### src/rtl/isu_pkg.sv
package isu_pkg;
  localparam int STAT_W = 13;
  localparam int TX_N   = 4;
  localparam int RX_N   = 5;

  localparam int B_TXTRIG  = 0;
  localparam int B_TXEMPTY = 1;
  localparam int B_TXHALF  = 2;
  localparam int B_TXFULL  = 3;
  localparam int B_RXTRIG  = 5;
  localparam int B_RXWORD  = 6;
  localparam int B_RXHALF  = 7;
  localparam int B_RXFULL  = 8;
  localparam int B_DONE    = 9;
  localparam int B_RXBYTE  = 11;
  localparam int B_ACC     = 12;

  typedef logic [STAT_W-1:0] stat_t;

  function automatic stat_t impl_mask();
    stat_t m;
    m = '0;
    m[B_TXTRIG]  = 1'b1;
    m[B_TXEMPTY] = 1'b1;
    m[B_TXHALF]  = 1'b1;
    m[B_TXFULL]  = 1'b1;
    m[B_RXTRIG]  = 1'b1;
    m[B_RXWORD]  = 1'b1;
    m[B_RXHALF]  = 1'b1;
    m[B_RXFULL]  = 1'b1;
    m[B_DONE]    = 1'b1;
    m[B_RXBYTE]  = 1'b1;
    m[B_ACC]     = 1'b1;
    return m;
  endfunction

  localparam stat_t IMPL_MASK = impl_mask();

  function automatic stat_t place_events(input logic [TX_N-1:0] tx,
                                         input logic [RX_N-1:0] rx,
                                         input logic done,
                                         input logic acc);
    stat_t v;
    v = '0;
    v[B_TXTRIG]  = tx[0];
    v[B_TXEMPTY] = tx[1];
    v[B_TXHALF]  = tx[2];
    v[B_TXFULL]  = tx[3];
    v[B_RXTRIG]  = rx[0];
    v[B_RXWORD]  = rx[1];
    v[B_RXHALF]  = rx[2];
    v[B_RXFULL]  = rx[3];
    v[B_RXBYTE]  = rx[4];
    v[B_DONE]    = done;
    v[B_ACC]     = acc;
    return v;
  endfunction

  function automatic stat_t next_status(input stat_t cur, input stat_t set,
                                        input stat_t clr);
    return ((cur & ~clr) | set) & IMPL_MASK;
  endfunction
endpackage

### src/rtl/isu_collect.sv
module isu_collect
  import isu_pkg::*;
(
  input  logic [TX_N-1:0] tx_evt_i,
  input  logic [RX_N-1:0] rx_evt_i,
  input  logic            done_evt_i,
  input  logic            acc_err_evt_i,
  output stat_t           set_vec_o
);
  assign set_vec_o = place_events(tx_evt_i, rx_evt_i, done_evt_i, acc_err_evt_i);
endmodule

### src/rtl/isu_status_reg.sv
module isu_status_reg
  import isu_pkg::*;
(
  input  logic  clk,
  input  logic  rst_n,
  input  logic  soft_clr_i,
  input  stat_t set_vec_i,
  input  logic  clr_wr_i,
  input  stat_t clr_data_i,
  output stat_t status_o
);
  stat_t status_q;
  stat_t clr_hit;

  assign clr_hit = clr_wr_i ? clr_data_i : '0;

  always_ff @(posedge clk or negedge rst_n) begin
    if (!rst_n)          status_q <= '0;
    else if (soft_clr_i) status_q <= '0;
    else                 status_q <= next_status(status_q, set_vec_i, clr_hit);
  end

  assign status_o = status_q;


  sticky_chk: assert property (@(posedge clk) disable iff (!rst_n)
    (!soft_clr_i && !clr_wr_i) |=> ((status_q & $past(status_q)) == $past(status_q)));


  clear_takes_chk: assert property (@(posedge clk) disable iff (!rst_n)
    (!soft_clr_i && clr_wr_i) |=> ((status_q & $past(clr_data_i & ~set_vec_i)) == '0));


  event_wins_chk: assert property (@(posedge clk) disable iff (!rst_n)
    !soft_clr_i |=> ((status_q & $past(set_vec_i)) == $past(set_vec_i)));


  soft_status_chk: assert property (@(posedge clk) disable iff (!rst_n)
    soft_clr_i |=> (status_q == '0));


  reserved_status_chk: assert property (@(posedge clk) disable iff (!rst_n)
    (status_q & ~IMPL_MASK) == '0);
endmodule

### src/rtl/isu_irq_gen.sv
module isu_irq_gen
  import isu_pkg::*;
(
  input  logic  clk,
  input  logic  rst_n,
  input  logic  soft_clr_i,
  input  logic  en_wr_i,
  input  stat_t en_data_i,
  input  stat_t status_i,
  output stat_t enable_o,
  output logic  irq_o
);
  stat_t enable_q;
  stat_t pending;

  always_ff @(posedge clk or negedge rst_n) begin
    if (!rst_n)          enable_q <= '0;
    else if (soft_clr_i) enable_q <= '0;
    else if (en_wr_i)    enable_q <= en_data_i & IMPL_MASK;
  end

  assign pending  = status_i & enable_q;
  assign irq_o    = |pending;
  assign enable_o = enable_q;


  mask_load_chk: assert property (@(posedge clk) disable iff (!rst_n)
    (en_wr_i && !soft_clr_i) |=> (enable_q == $past(en_data_i & IMPL_MASK)));


  mask_hold_chk: assert property (@(posedge clk) disable iff (!rst_n)
    (!en_wr_i && !soft_clr_i) |=> $stable(enable_q));


  soft_mask_chk: assert property (@(posedge clk) disable iff (!rst_n)
    soft_clr_i |=> (enable_q == '0));
endmodule

### src/rtl/isu_top.sv
module isu_top
  import isu_pkg::*;
(
  input  logic              clk,
  input  logic              rst_n,
  input  logic              soft_clr_i,
  input  logic [TX_N-1:0]   tx_evt_i,
  input  logic [RX_N-1:0]   rx_evt_i,
  input  logic              done_evt_i,
  input  logic              acc_err_evt_i,
  input  logic              clr_wr_i,
  input  logic [STAT_W-1:0] clr_data_i,
  input  logic              en_wr_i,
  input  logic [STAT_W-1:0] en_data_i,
  output logic [STAT_W-1:0] status_o,
  output logic [STAT_W-1:0] enable_o,
  output logic              irq_o
);
  stat_t set_vec;

  isu_collect u_collect (
    .tx_evt_i      (tx_evt_i),
    .rx_evt_i      (rx_evt_i),
    .done_evt_i    (done_evt_i),
    .acc_err_evt_i (acc_err_evt_i),
    .set_vec_o     (set_vec)
  );

  isu_status_reg u_status (
    .clk        (clk),
    .rst_n      (rst_n),
    .soft_clr_i (soft_clr_i),
    .set_vec_i  (set_vec),
    .clr_wr_i   (clr_wr_i),
    .clr_data_i (clr_data_i),
    .status_o   (status_o)
  );

  isu_irq_gen u_irq (
    .clk        (clk),
    .rst_n      (rst_n),
    .soft_clr_i (soft_clr_i),
    .en_wr_i    (en_wr_i),
    .en_data_i  (en_data_i),
    .status_i   (status_o),
    .enable_o   (enable_o),
    .irq_o      (irq_o)
  );
endmodule

### config.mk
export PLATFORM = sky130hd
export DESIGN_NAME = isu_top
export DESIGN_NICKNAME = d
export VERILOG_FILES = /design/src/rtl/isu_pkg.sv /design/src/rtl/isu_collect.sv /design/src/rtl/isu_status_reg.sv /design/src/rtl/isu_irq_gen.sv /design/src/rtl/isu_top.sv
export SDC_FILE = /design/constraint.sdc
export NUM_CORES = 1
export LEC_CHECK = 0
export BUFFER_PORTS_ARGS = -buffer_cell sky130_fd_sc_hd__buf_4
export CAP_MARGIN = 15
export CORE_MARGIN = 4
export CORE_UTILIZATION = 38
export CTS_CLUSTER_DIAMETER = 150
export CTS_CLUSTER_SIZE = 16
export DETAILED_ROUTE_END_ITERATION = 10
export MAX_ROUTING_LAYER = met4
export PLACE_DENSITY = 0.87
export SLEW_MARGIN = 15
export SYNTH_ARGS = -nofsm -noshare
export SYNTH_HDL_FRONTEND = slang
export SYNTH_HIERARCHICAL = 1
export SYNTH_SLANG_ARGS = --single-unit
### constraint.sdc
create_clock -name clk -period 1 [get_ports clk]
set_input_delay 0.15 -clock clk [delete_from_list [all_inputs] [get_ports clk]]
set_output_delay 0.15 -clock clk [all_outputs]
set_load 0.01 [all_outputs]
==> flow_metrics.py, run 1 <==
metrics = {
    "die": {
        "fp.dieH_um": 61.8,
        "dieArea_sq_mm": 0.00382,
        "die_w_um": 61.8,
        "fp.coreArea_sq_mm": 0.00276,
        "ioPinCount": 69,
        "row_count": 19,
        "initial_utilization_pct": 39.9,
    },
    "sta": {
        "hold_ws_ps": 19.6,
        "setup-violations-final": 23,
        "final_hold_viol_count": 0,
        "rsz0062_at_grt": "true",
        "timing.final.crit_share_pct": 173,
        "fin_ws_ps": -732,
        "fmax_mhz": 577,
        "final_max_slew_viol_count": 0,
        "fin_skew_ps": 0,
        "fin_crit_ps": 1730,
    },
    "drt": {
        "routed_wl_mm": 3.46,
        "first_pass_iters": 4,
        "drc": 0,
        "via_count": 1048,
        "drt_iter0_drc": 51,
        "ant_nets": 0,
        "vias_per_cell": 5.01,
        "wl_per_cell_um": 16.6,
    },
    "worst_setup_path": {
        "setup.worst_path.start": "u_irq/enable_o[5]",
        "timing.rr.end": "u_status/status_o[11]",
        "r2r_slack_ps": 20,
        "r2r_start": "u_status/status_o[11]",
        "crit_type": "reg -> out",
        "worstPathRequired_ps": 850,
        "arrival_ps": 1580,
        "end_kind": "primary output",
        "reg2reg_depth": 4,
        "path_max_fanout": 2,
        "start_kind": "flip-flop",
    },
    "global_route": {
        "grt_first_pass_wirelength_mm": 5.07,
        "grt_pass1_vias": 1108,
        "grt-ovfl-total": 0,
        "grt_max_degree": 23,
        "antenna_found_initial": 0,
        "grt_usage_pct": 19.4,
    },
    "cts": {
        "clock_latency_ps": 300,
        "clock-sinks": 22,
        "cts_tree": "yes",
        "cts_buffers": 3,
        "clk_pin_slew_ps": 120,
        "cts-root-buf": "clkbuf_4",
        "h-tree-depth": 1,
        "clk_path_buf_depth": 2,
    },
    "placed_design": {
        "hpwl_mm": 2.53,
        "numPortBuffers": 60,
        "routabilityCongestion": 0.802,
        "pre_cts_slack_ps": -377,
        "placed_area_sq_mm": 0.00162,
        "dp.cells": 201,
    },
    "power": {
        "cellPowerDensity_mw_per_mm2": 1100,
        "leakage_nw": 0.988,
        "vdd_drop_max_mv": 0.805,
    },
    "flow_run": {
        "cap_violations": 0,
    },
    "min_path": {
        "min_to": "u_status/status_o[1]",
        "min_path_cells": 2,
        "hold_class": "in -> reg",
        "min-delay-start": "clr_data_i[1]",
    },
    "layout": {
        "final_cell_count_no_fill": 209,
        "finalInstanceArea_sq_mm": 0.00185,
        "n_fill_cell": 203,
        "fin_util_pct": 67.2,
        "num_antenna_cells": 0,
        "layout-drive-gt1-share_pct": 51.7,
        "syn2layout_area_growth_pct": 68.5,
        "finalNetCount": 222,
    },
    "synthesis": {
        "synthCells": 105,
        "synth_area_sq_mm": 0.00110,
        "yosysWarnings": 6,
        "postSynthAreaPerCell_sq_um": 10.5,
    },
    "status": {
        "status": "finished with violations",
        "violations": "setup timing",
    },
}
==> worst max-delay path, stage by stage (launching register included) <==
cell,delay [ps]
dfrtp_1,410
a22o_1,250
a221oi_2,190
and3_1,210
nand2_1,70
buf_6,150
==> metal layers <==
| metal | routed length, um | global-route usage (%) | part of all wire, % |
|---|---|---|---|
| met5 | 0 | - | 0 |
| met4 | 128 | 10.9 | 3.7 |
| met3 | 188 | 2.27 | 5.4 |
| met2 | 1820 | 33.2 | 53 |
| met1 | 1320 | 21.9 | 38 |
==> what timing repair did <==
item,in CTS,in global routing
resized for setup,42,11
hold buffers,1,0
setup buffers,13,10
setup endpoints to repair,23,24
pin swaps,1,0
endpoints found under the hold margin,22,0
==> worst max-delay path by stage <==
stage / end / slack (ps) / cells after the start
2_1_floorplan: irq_o / -190 / 4
3_3_place_gp: irq_o / -300 / 5
3_5_place_dp: irq_o / -380 / 5
4_1_cts: irq_o / -710 / 5
5_1_grt: irq_o / -820 / 5
6_report: irq_o / -730 / 5
==> per-stage QoR <==
step | TNS, ps | total power [W]
global placement | -303 | 0.00151
finish | -3110 | 0.00204
CTS | -3020 | 0.00202
global route | -4190 | 0.00214
detailed placement | -377 | 0.00153
floorplan | -186 | 0.00122
==> report_power, final <==
part	total [W]	internal [W]	switching [W]
clock	0.000391	0.000141	0.000251
combinational	0.000650	0.000394	0.000256
sequential	0.000997	0.000946	0.0000501
total	0.00204	0.00148	0.000557
==> cell type report <==
class | instances | area [sq um] | share of cell area, %
tap | 31 | 38.8 | 2.09
timing repair buffer | 87 | 825 | 44.5
clock buffer | 3 | 22.5 | 1.22
multi-input combinational | 55 | 375 | 20.3
inverter | 11 | 41.3 | 2.23
sequential | 22 | 551 | 29.7
==> flip-flops by register name, summed over array words and instances, names as in the netlist <==
signal	flops
u_irq/enable_o	11
u_status/status_o	11
==> placed cells by master (no fill, tap or decap) <==
cell type	n
buf_6	45
inv_1	11
a311oi_2	2
nor2_1	22
a22o_1	1
buf_4	41
conb_1	4
a22oi_1	2
mux2i_1	11
a221oi_2	1
and3_1	1
dlygate4sd3_1	1
clkbuf_4	3
nand2_1	1
dfrtp_1	22
a311oi_1	9
a222oi_1	1
No activity file was read; power rests on OpenSTA's default activity.
==> run 2, diff against run 1 <==
--- a/config.mk
+++ b/config.mk
@@ -7,6 +7,7 @@
 export LEC_CHECK = 0
 export BUFFER_PORTS_ARGS = -buffer_cell sky130_fd_sc_hd__buf_4
 export CAP_MARGIN = 15
+export CORE_ASPECT_RATIO = 1.75
 export CORE_MARGIN = 4
 export CORE_UTILIZATION = 38
 export CTS_CLUSTER_DIAMETER = 150
==> flow_metrics.py, run 2 (synthesis gave the netlist of run 1 again) <==
metrics = {
    "global_route": {
        "grt_pass1_vias": 1122,
        "grt_usage_pct": 17.7,
        "grt-ovfl-total": 0,
        "grt_first_pass_wirelength_mm": 5.20,
        "antenna_found_initial": 0,
        "grt_max_degree": 23,
    },
    "worst_setup_path": {
        "end_kind": "primary output",
        "crit_type": "reg -> out",
        "reg2reg_depth": 5,
        "arrival_ps": 1430,
        "start_kind": "flip-flop",
        "worstPathRequired_ps": 850,
        "path_max_fanout": 2,
    },
    "sta": {
        "rsz0062_at_grt": "true",
        "hold_ws_ps": 74.9,
        "final_max_slew_viol_count": 0,
        "timing.final.crit_share_pct": 158,
        "fin_ws_ps": -584,
        "fin_skew_ps": 0,
        "fin_crit_ps": 1580,
        "setup-violations-final": 24,
        "final_hold_viol_count": 0,
        "fmax_mhz": 631,
    },
    "cts": {
        "cts-root-buf": "clkbuf_8",
        "cts_buffers": 3,
        "h-tree-depth": 1,
        "clk_path_buf_depth": 2,
        "clock_latency_ps": 250,
        "clk_pin_slew_ps": 80,
        "cts_tree": "yes",
        "clock-sinks": 22,
    },
    "layout": {
        "finalInstanceArea_sq_mm": 0.00189,
        "register_area_sq_um": 551,
        "n_fill_cell": 189,
        "fin_util_pct": 68.8,
        "layout.cells.most_common_list": "46 x buf_6, 41 x buf_4, 22 x dfrtp_1, 21 x nor2_1",
        "num_antenna_cells": 0,
        "layout-drive-gt1-share_pct": 52.8,
        "final_cell_count_no_fill": 207,
        "layout_commonest_cell": "buf_6",
        "finalNetCount": 223,
        "multiInputGateArea_sq_um": 378,
        "syn2layout_area_growth_pct": 72.2,
    },
    "placed_design": {
        "dp.cells": 197,
        "hpwl_mm": 2.44,
        "routabilityCongestion": 0.740,
        "placed_area_sq_mm": 0.00161,
        "numPortBuffers": 60,
    },
    "power": {
        "power_w": 0.00225,
        "vdd_drop_max_mv": 0.877,
        "cellPowerDensity_mw_per_mm2": 1190,
        "leakage_nw": 1.01,
    },
    "drt": {
        "ant_nets": 0,
        "drt_iter0_drc": 30,
        "wl_per_cell_um": 15.6,
        "routed_wl_mm": 3.23,
        "first_pass_iters": 4,
        "drc": 0,
        "vias_per_cell": 5.05,
        "via_count": 1046,
    },
    "min_path": {
        "min_path_cells": 2,
        "hold_class": "in -> reg",
    },
    "die": {
        "ioPinCount": 69,
        "dieArea_sq_mm": 0.00385,
        "row_count": 25,
        "die_w_um": 48.7,
        "initial_utilization_pct": 40.0,
        "fp.coreArea_sq_mm": 0.00275,
        "fp.dieH_um": 79.2,
    },
    "status": {
        "violations": "setup timing",
        "status": "finished with violations",
    },
    "flow_run": {
        "cap_violations": 0,
    },
}
-- run 2: worst paths after layout --
path                                       from                    end  slack [ps]
min                              clr_data_i[12]  u_status/status_o[12]          70
max in group asynchronous                 rst_n      u_irq/enable_o[2]         470
min in group asynchronous                 rst_n      u_irq/enable_o[9]         310
max                           u_irq/enable_o[5]                  irq_o        -580
min reg2reg                   u_irq/enable_o[1]      u_irq/enable_o[1]         650
max reg2reg                u_status/status_o[6]   u_status/status_o[6]         -30
-- run 2: cell type report --
class,instances,share of cell area [%]
clock buffer,4,2.91
inverter,11,2.18
multi-input combinational,55,19.9
sequential,22,29.1
tap,27,1.78
timing repair buffer,88,44.1
-- run 2: layer usage --
metal  track usage, %  up-vias  part of all wire [%]
li1                 -      488                     -
met1             17.8      495                    37
met2             31.0       49                    53
met3             2.63       14                   4.6
met4             11.9        0                   4.7
met5                -        -                     0
-- run 2: repair_timing --
| action | CTS | global route |
|---|---|---|
| resized for setup | 48 | 7 |
| hold endpoints to repair | 22 | 0 |
| pin swaps | 2 | 1 |
| hold buffers | 1 | 0 |
| setup endpoints to repair | 23 | 25 |
| buffers inserted | 10 | 8 |
-- run 2: where the power goes --
group	leakage (nW)	switching, W	total [W]	internal, W
combinational	0.694	0.000251	0.000650	0.000400
sequential	0.286	0.0000448	0.000992	0.000947
clock	0.0288	0.000263	0.000613	0.000350
total	1.01	0.000559	0.00225	0.00170
-- run 2: worst max-delay path, cell delays in order, from the launching register on --
cell	delay, ps
dfrtp_1	390
a22o_1	240
a221oi_2	170
and3_1	170
nand2_1	60
buf_6	140
-- run 2: per-stage QoR --
| stage | setup WS, ps | setup TNS [ps] |
|---|---|---|
| CTS | -606 | -1830 |
| floorplan | -186 | -186 |
| global route | -656 | -2360 |
| detailed placement | -322 | -322 |
| finish | -584 | -1600 |
| global placement | -306 | -306 |
==> run 3, diff against run 2 <==
--- a/config.mk
+++ b/config.mk
@@ -7,7 +7,7 @@
 export LEC_CHECK = 0
 export BUFFER_PORTS_ARGS = -buffer_cell sky130_fd_sc_hd__buf_4
 export CAP_MARGIN = 15
-export CORE_ASPECT_RATIO = 1.75
+export CORE_ASPECT_RATIO = 1.1
 export CORE_MARGIN = 4
 export CORE_UTILIZATION = 38
 export CTS_CLUSTER_DIAMETER = 150
==> flow_metrics.py, run 3 (synthesis gave the netlist of run 1 again) <==
metrics = {
    "power": {
        "leakage_nw": 0.988,
        "power_w": 0.00205,
        "vdd_drop_max_mv": 1.03,
        "cellPowerDensity_mw_per_mm2": 1100,
    },
    "layout": {
        "layout.cells.most_common_list": "44 x buf_6, 42 x buf_4, 22 x dfrtp_1, 21 x nor2_1",
        "finalNetCount": 222,
        "finalInstanceArea_sq_mm": 0.00185,
        "syn2layout_area_growth_pct": 68.6,
        "final_cell_count_no_fill": 211,
        "layout-drive-gt1-share_pct": 52.2,
        "layout_commonest_cell": "buf_6",
        "n_fill_cell": 192,
        "num_antenna_cells": 0,
    },
    "worst_setup_path": {
        "crit_type": "reg -> out",
        "start_kind": "flip-flop",
        "crit_chain": "a22o_1, a221oi_2, and3_1, nand2_1, buf_6",
        "worstPathRequired_ps": 850,
        "slowest_stage": "dfrtp_1",
        "end_kind": "primary output",
        "cpPeakStageDelay_ps": 420,
        "arrival_ps": 1610,
        "path_max_fanout": 2,
    },
    "die": {
        "ioPinCount": 69,
        "dieArea_sq_mm": 0.00382,
        "row_count": 20,
        "fp.dieH_um": 64.4,
        "die_w_um": 59.3,
        "fp.coreArea_sq_mm": 0.00278,
        "initial_utilization_pct": 39.6,
    },
    "drt": {
        "drt_iter0_drc": 45,
        "routed_wl_mm": 3.66,
        "drc": 0,
        "vias_per_cell": 4.94,
        "first_pass_iters": 4,
        "ant_nets": 0,
        "via_count": 1043,
        "wl_per_cell_um": 17.3,
    },
    "cts": {
        "clk_pin_slew_ps": 110,
        "h-tree-depth": 1,
        "cts_tree": "yes",
        "clock-sinks": 22,
        "cts_buffers": 3,
        "clk_path_buf_depth": 2,
        "cts-root-buf": "clkbuf_4",
        "clock_latency_ps": 300,
    },
    "status": {
        "violations": "setup timing",
        "status": "finished with violations",
    },
    "sta": {
        "fin_crit_ps": 1760,
        "rsz0062_at_grt": "true",
        "timing.final.crit_share_pct": 176,
        "final_hold_viol_count": 0,
        "setup-violations-final": 24,
        "final_max_slew_viol_count": 0,
        "fmax_mhz": 570,
        "fin_skew_ps": 0,
        "fin_ws_ps": -755,
    },
    "placed_design": {
        "numPortBuffers": 60,
        "dp.cells": 203,
        "placed_area_sq_mm": 0.00162,
        "routabilityCongestion": 0.889,
        "hpwl_mm": 2.65,
        "pre_cts_slack_ps": -379,
    },
    "global_route": {
        "grt_pass1_vias": 1135,
        "antenna_found_initial": 0,
        "grt_max_degree": 23,
        "grt_first_pass_wirelength_mm": 5.50,
        "grt_usage_pct": 20.3,
        "grt-ovfl-total": 0,
    },
    "min_path": {
        "hold_class": "in -> reg",
    },
    "flow_run": {
        "cap_violations": 0,
    },
}
==> run 3: cell types whose count changed in the layout (fill, tap and decap cells not counted), sizes merged <==
cell / delta
buf: -1
clkbuf: -1
==> run 3: worst paths after layout <==
path / to / slack, ps / startpoint / cells after the start
worst max-delay path: irq_o / -760 / u_status/status_o[5] / 5
worst max register to register: u_status/status_o[5] / -30 / u_status/status_o[5] / 5
worst min register to register: u_irq/enable_o[5] / 690 / u_irq/enable_o[5] / 3
max in group asynchronous: u_irq/enable_o[9] / 520 / rst_n / 2
min in group asynchronous: u_irq/enable_o[11] / 260 / rst_n / 2
worst min-delay path: u_status/status_o[9] / 20 / clr_data_i[9] / 2
==> run 3: repair_timing <==
item | in CTS | in global routing
setup buffers | 6 | 5
gates cloned | 0 | 0
endpoints found under the setup margin | 23 | 24
endpoints found under the hold margin | 22 | 0
hold buffers | 1 | 0
pin swaps | 2 | 1
resized for setup | 42 | 6
==> run 3: area by class of cell <==
| type | instances | area [sq um] | share of cell area (%) |
|---|---|---|---|
| timing repair buffer | 87 | 821 | 44.3 |
| multi-input combinational | 55 | 378 | 20.4 |
| sequential | 22 | 551 | 29.7 |
| tap | 33 | 41.3 | 2.23 |
| inverter | 11 | 41.3 | 2.23 |
| clock buffer | 3 | 22.5 | 1.21 |
==> run 3: report_power, final <==
group	leakage [nW]	internal, W	switching, W	total, W
Clock	0.0138	0.000141	0.000255	0.000396
Sequential	0.286	0.000946	0.0000553	0.00100
Combinational	0.688	0.000392	0.000257	0.000649
Total	0.988	0.00148	0.000567	0.00205
==> run 3: worst max-delay path, delay by kind of cell, from the launching register on <==
| family | cells | cell delay [ps] |
|---|---|---|
| compound gates | 2 | 480 |
| buf+inv | 1 | 150 |
| flops | 1 | 420 |
| simple gates | 2 | 250 |
==> run 3: layer usage <==
layer	part of all wire [%]	vias up	track usage, %
li1	-	488	-
met1	36	496	22.5
met2	55	47	34.3
met3	5.1	12	2.59
met4	4.1	0	11.6
met5	0	-	-
==> run 3: per-stage QoR <==
| stage | setup TNS, ps | util [%] | hold slack (ps) |
|---|---|---|---|
| after global placement | -296 | 58.2 | 42.0 |
| after CTS | -3250 | 65.4 | 20.0 |
| after detailed placement | -379 | 58.2 | 46.9 |
| after floorplan | -186 | - | -146 |
| final | -3590 | 66.8 | 18.7 |
| after global routing | -4510 | 66.8 | 7.78 |
